## src/rtl/qrs_pkg.sv

```systemverilog
package qrs_pkg;

  typedef struct packed {
    logic core;
    logic pc_clr;
    logic ir_clr;
    logic sod_off;
    logic bus_hiz;
    logic periph;
  } rst_ctrl_t;

  localparam rst_ctrl_t CTRL_IDLE = '{default: 1'b0};

  // Build the control bundle from the qualified and raw low indications.
  function automatic rst_ctrl_t ctrl_decode(input logic qualified, input logic seen_low);
    rst_ctrl_t c;
    c.core    = qualified;
    c.pc_clr  = qualified;
    c.ir_clr  = qualified;
    c.sod_off = qualified;
    c.bus_hiz = qualified;
    c.periph  = seen_low;
    return c;
  endfunction

endpackage

```

## src/rtl/qrs_sync.sv

```systemverilog
module qrs_sync #(
  parameter int STAGES = 2
) (
  input  logic clk,
  input  logic rst,
  input  logic async_n,
  output logic sync_n
);

  generate
    if (STAGES <= 1) begin : g_single
      logic stage_q;
      always_ff @(posedge clk) begin
        if (rst) stage_q <= 1'b1;
        else     stage_q <= async_n;
      end
      assign sync_n = stage_q;
    end else begin : g_chain
      logic [STAGES-1:0] chain_q;
      always_ff @(posedge clk) begin
        if (rst) chain_q <= '1;
        else     chain_q <= {chain_q[STAGES-2:0], async_n};
      end
      assign sync_n = chain_q[STAGES-1];
    end
  endgenerate

endmodule

```

## src/rtl/qrs_qualify.sv

```systemverilog
module qrs_qualify #(
  parameter int MIN_LOW = 3,
  parameter int CNT_W   = 2
) (
  input  logic             clk,
  input  logic             rst,
  input  logic             seen_low,
  output logic [CNT_W-1:0] run_cnt,
  output logic             qualify_nxt
);

  localparam logic [CNT_W-1:0] LIM  = CNT_W'(MIN_LOW);
  localparam logic [CNT_W-1:0] EDGE = CNT_W'(MIN_LOW - 1);

  logic [CNT_W-1:0] cnt_q;

  always_ff @(posedge clk) begin
    if (rst)              cnt_q <= '0;
    else if (!seen_low)   cnt_q <= '0;
    else if (cnt_q != LIM) cnt_q <= cnt_q + 1'b1;
  end

  // The sample taken at this edge completes the run when the count already holds MIN_LOW-1.
  assign qualify_nxt = seen_low && (cnt_q >= EDGE);
  assign run_cnt     = cnt_q;


  cnt_sat_chk: assert property (@(posedge clk) disable iff (rst) cnt_q <= LIM);


  cnt_clear_chk: assert property (@(posedge clk) disable iff (rst) !seen_low |=> cnt_q == '0);

endmodule

```

## src/rtl/qrs_fanout.sv

```systemverilog
module qrs_fanout
  import qrs_pkg::*;
#(
  parameter int N_MASKABLE = 4
) (
  input  logic                  clk,
  input  logic                  rst,
  input  logic                  qualify_nxt,
  input  logic                  seen_low,
  output logic                  core_rst,
  output logic                  pc_clr,
  output logic                  ir_clr,
  output logic [N_MASKABLE-1:0] int_mask_force,
  output logic                  trap_en,
  output logic                  sod_off,
  output logic                  bus_hiz,
  output logic                  periph_rst
);

  rst_ctrl_t ctrl_q;
  logic      trap_q;

  always_ff @(posedge clk) begin
    if (rst) ctrl_q <= CTRL_IDLE;
    else     ctrl_q <= ctrl_decode(qualify_nxt, seen_low);
  end

  // The trap enable is never cleared, in or out of reset.
  always_ff @(posedge clk) begin
    if (rst) trap_q <= 1'b1;
    else     trap_q <= 1'b1;
  end

  genvar gi;
  generate
    for (gi = 0; gi < N_MASKABLE; gi++) begin : g_mask
      logic mask_q;
      always_ff @(posedge clk) begin
        if (rst) mask_q <= 1'b0;
        else     mask_q <= qualify_nxt;
      end
      assign int_mask_force[gi] = mask_q;
    end
  endgenerate

  assign core_rst   = ctrl_q.core;
  assign pc_clr     = ctrl_q.pc_clr;
  assign ir_clr     = ctrl_q.ir_clr;
  assign sod_off    = ctrl_q.sod_off;
  assign bus_hiz    = ctrl_q.bus_hiz;
  assign periph_rst = ctrl_q.periph;
  assign trap_en    = trap_q;

endmodule

```

## src/rtl/qual_reset_seq.sv

```systemverilog
module qual_reset_seq #(
  parameter int SYNC_STAGES = 2,
  parameter int MIN_LOW     = 3,
  parameter int N_MASKABLE  = 4
) (
  input  logic                  clk,
  input  logic                  rst,
  input  logic                  rst_req_n,
  output logic                  core_rst,
  output logic                  pc_clr,
  output logic                  ir_clr,
  output logic [N_MASKABLE-1:0] int_mask_force,
  output logic                  trap_en,
  output logic                  sod_off,
  output logic                  bus_hiz,
  output logic                  periph_rst
);

  localparam int CNT_W = $clog2(MIN_LOW + 1);
  localparam logic [CNT_W-1:0] EDGE = CNT_W'(MIN_LOW - 1);

  logic             req_sync_n;
  logic             seen_low;
  logic [CNT_W-1:0] run_cnt;
  logic             qualify_nxt;

  qrs_sync #(.STAGES(SYNC_STAGES)) u_sync (
    .clk     (clk),
    .rst     (rst),
    .async_n (rst_req_n),
    .sync_n  (req_sync_n)
  );

  assign seen_low = ~req_sync_n;

  qrs_qualify #(.MIN_LOW(MIN_LOW), .CNT_W(CNT_W)) u_qualify (
    .clk         (clk),
    .rst         (rst),
    .seen_low    (seen_low),
    .run_cnt     (run_cnt),
    .qualify_nxt (qualify_nxt)
  );

  qrs_fanout #(.N_MASKABLE(N_MASKABLE)) u_fanout (
    .clk            (clk),
    .rst            (rst),
    .qualify_nxt    (qualify_nxt),
    .seen_low       (seen_low),
    .core_rst       (core_rst),
    .pc_clr         (pc_clr),
    .ir_clr         (ir_clr),
    .int_mask_force (int_mask_force),
    .trap_en        (trap_en),
    .sod_off        (sod_off),
    .bus_hiz        (bus_hiz),
    .periph_rst     (periph_rst)
  );


  qual_len_chk: assert property (@(posedge clk) disable iff (rst)
    $rose(core_rst) |-> ($past(seen_low) && ($past(run_cnt) >= EDGE)));


  periph_cover_chk: assert property (@(posedge clk) disable iff (rst)
    core_rst |-> periph_rst);


  release_chk: assert property (@(posedge clk) disable iff (rst)
    !seen_low |=> (!core_rst && !periph_rst));

endmodule

```

## config.mk

```make
export PLATFORM = sky130hd
export DESIGN_NAME = qual_reset_seq
export DESIGN_NICKNAME = d
export VERILOG_FILES = /design/src/rtl/qrs_pkg.sv /design/src/rtl/qrs_sync.sv /design/src/rtl/qrs_qualify.sv /design/src/rtl/qrs_fanout.sv /design/src/rtl/qual_reset_seq.sv
export SDC_FILE = /design/constraint.sdc
export NUM_CORES = 1
export LEC_CHECK = 0
export BUFFER_PORTS_ARGS = -buffer_cell sky130_fd_sc_hd__buf_2
export CAP_MARGIN = 20
export CORE_AREA = 2 2 39 41
export CTS_CLUSTER_DIAMETER = 60
export DETAILED_ROUTE_END_ITERATION = 10
export DIE_AREA = 0 0 41 43
export PLACE_DENSITY = 0.47
export SYNTH_ARGS = -nofsm -noshare
export SYNTH_HDL_FRONTEND = slang
export SYNTH_SLANG_ARGS = --single-unit
```

## constraint.sdc

```tcl
create_clock -name clk -period 1 [get_ports clk]
set_input_delay 0.2 -clock clk [delete_from_list [all_inputs] [get_ports clk]]
set_output_delay 0.2 -clock clk [all_outputs]
set_load 0.1 [all_outputs]
```

==> flow_summary.toml <==
[placement]
numPortBuffers = 12
dp_cells = 48
detailed_place_hpwl_microns = 299
place.gp.congestion = 0.664

[worst_hold_path]
hp-start = "rst_req_n"
whs_path_depth = 2
hold_path.class = "input pin to register"
hold-path-endpoint = "u_sync.g_chain.chain_q[0]$_SDFF_PP1_"

[synth]
synth_top_area_frac = 0.432
postSynthCellCount = 28
yosys.area.top_type = "dfxtp_1"
yosysSeqAreaShare = 0.432
syn_nets = 33
synthTopCellsByArea = "dfxtp_1 43%, buf_4 24%, ha_1 9.0%, or2_1 4.5%, xor2_1 3.2%"
synthDistinctLibCells = 13
ys_ff_latch = 6
syn_area_per_cell_sq_um = 9.92
synth_warnings = 0
synth_area_sq_um = 278

[routing]
drcViolationCount = 0
drt-initial-drc-count = 0
dr.pass1.iters = 1
antenna_left = 0
vias_per_cell = 3.56
wl_microns = 395
vias = 196
wl_per_cell_microns = 7.18

[floorplan]
die_h_microns = 43
dieArea_sq_um = 1760
initial_core_util = 0.201
rows = 14
io_pins = 14
dieWidth_microns = 41
core-area_sq_um = 1380

[global_route]
grt_usage = 0.0564
grt_max_degree = 5
grt_pass1_wl_microns = 614
antenna_found_initial = 0
grt_pass1_vias = 168
grt_overflow = 0

[finish]
mostFrequentLayoutCells = "11 x buf_12, 3 x clkbuf_4, 3 x dfxtp_2"
n_antenna_cell = 0
layout.nets = 45
num-fill-cells = 135
synthToLayoutAreaGrowth_pct = 93.2
final_cells = 55
drive_gt1_frac = 0.667
mostFrequentLayoutCell = "buf_12"

[power]
irDropWorstVdd_uv = 913
share_comb_of_total_power = 0.087
p_per_area_nw_per_um2 = 980
p_sw_uw = 118
swShare = 0.225
clockPowerShare = 0.443
p_leak_uw = 0.000224
internal_power_uw = 408
totalPowerFinal_uw = 526
power_frac_seq = 0.470

[worst_setup_path]
setup.worst_path.class = "register to primary output"
timing.rr.end = "u_qualify.run_cnt[1]$_SDFFE_PP0P_"
cp.required_ns = 0.80
cpMaxStageDelayCell = "dfxtp_4"
crit_start = "u_fanout.bus_hiz$_SDFF_PP0_"
crit_chain = "buf_8 > buf_12"
cpPeakStageDelay_ns = 0.37
worstPathArrival_ns = 0.92
cp_max_fo = 4
reg2reg_setup_slack_ns = 0.04
reg2reg_depth = 3
cp-end-kind = "primary output"
r2r-start = "u_qualify.run_cnt[1]$_SDFFE_PP0P_"
critPathLaunchType = "register"

[clock_network]
worstSkewPairLatency_ns = 0.24
cts_tree = "yes"
cts-root-buf = "clkbuf_4"
cts_sinks = 6
clockBufferDepth = 2
clkTransAtPathRegs_ns = 0.05
cts_buffers = 3
cts_max_level = 1
hold_buffers = 0

[timing]
fin_ws_ns = -0.117
maxSlewViolCount = 0
setup_tns_ns = -0.979
rsz0062_at_grt = "true"
period_minus_slack_ns = 1.12
finalHoldViolCount = 0
period_share = 1.12
setup_viol = 9
max_freq_mhz = 896
whs_ns = 0.146
clock_skew_ns = 0.00596

[status]
violations = "negative setup slack"
outcome = "complete, but fails checks"

[flow_run]
max_cap_viol_count = 0
==> power by group through the flow <==
stage / logic, uW / clock network, uW / registers [uW]
floorplan: 27.0 / 0 / 259
global placement: 44.4 / 0 / 251
detailed placement: 44.5 / 0 / 252
CTS: 46.0 / 244 / 247
global route: 48.5 / 259 / 247
finish: 45.6 / 233 / 247
==> synthesized netlist by cell type <==
cell type  count
buf_4          9
dfxtp_1        6
ha_1           2
or2_1          2
a21boi_1       1
conb_1         1
inv_1          1
nand2_1        1
nor2_2         1
nor3_1         1
o21a_1         1
or2_0          1
xor2_1         1
==> state kept, by name, indices dropped and copies added, names as in the netlist <==
signal and flops:
u_qualify.run_cnt 2, u_fanout.bus_hiz 1, u_sync.g_chain.chain_q 2, u_fanout.periph_rst 1
==> critical path, delay by kind of cell, from the launching register on <==
family   cells  cell delay (ns)
buf+inv      2             0.30
flops        1             0.37
==> metal layers <==
layer,vias to the layer above,track usage,part of all wire
met5,-,0,0
met4,0,0.0200,0
met3,0,0.0733,0.20
met2,15,0.0750,0.40
met1,83,0.0487,0.39
li1,98,-,-
==> worst max-delay path by stage <==
stage / to / slack, ns
6_report: int_mask_force[1] / -0.12
5_1_grt: int_mask_force[1] / -0.15
4_1_cts: int_mask_force[3] / -0.13
3_5_place_dp: u_qualify.run_cnt[1]$_SDFFE_PP0P_ / -0.02
3_3_place_gp: u_qualify.run_cnt[1]$_SDFFE_PP0P_ / -0.006
2_1_floorplan: core_rst / -0.10
==> cells by family (layout without fill, tap and decap cells) <==
logic type      count (synthesis)  after routing  share of synthesized area
buf+inv                        10             21                      0.257
flops                           6              6                      0.432
simple gates                    6              6                      0.122
fa+ha+maj                       2              2                     0.0901
compound gates                  2              2                     0.0541
other cells                     1              1                     0.0135
xor+xnor                        1              1                     0.0315
==> stage by stage <==
stage,setup slack (ns),util,area (sq um)
2_1_floorplan,-0.103,-,284
3_3_place_gp,-0.00558,0.328,454
3_5_place_dp,-0.0247,0.328,454
4_1_cts,-0.130,0.385,533
5_1_grt,-0.151,0.388,537
6_report,-0.117,0.388,537
==> cell type report <==
| type | count | area [sq um] | area share |
|---|---|---|---|
| clock buffer | 4 | 26.3 | 0.0490 |
| sequential | 6 | 128 | 0.238 |
| timing repair buffer | 16 | 260 | 0.485 |
| inverter | 1 | 3.75 | 0.00699 |
| multi-input combinational | 12 | 98.8 | 0.184 |
| tap | 16 | 20.0 | 0.0373 |
==> what timing repair did <==
item                       4_1_cts  5_1_grt
setup endpoints to repair       10        9
setup buffers                    3        0
gates cloned                     0        0
gates resized for setup          4        1
pin swaps                        3        0
(Power assumes the default switching activity.)
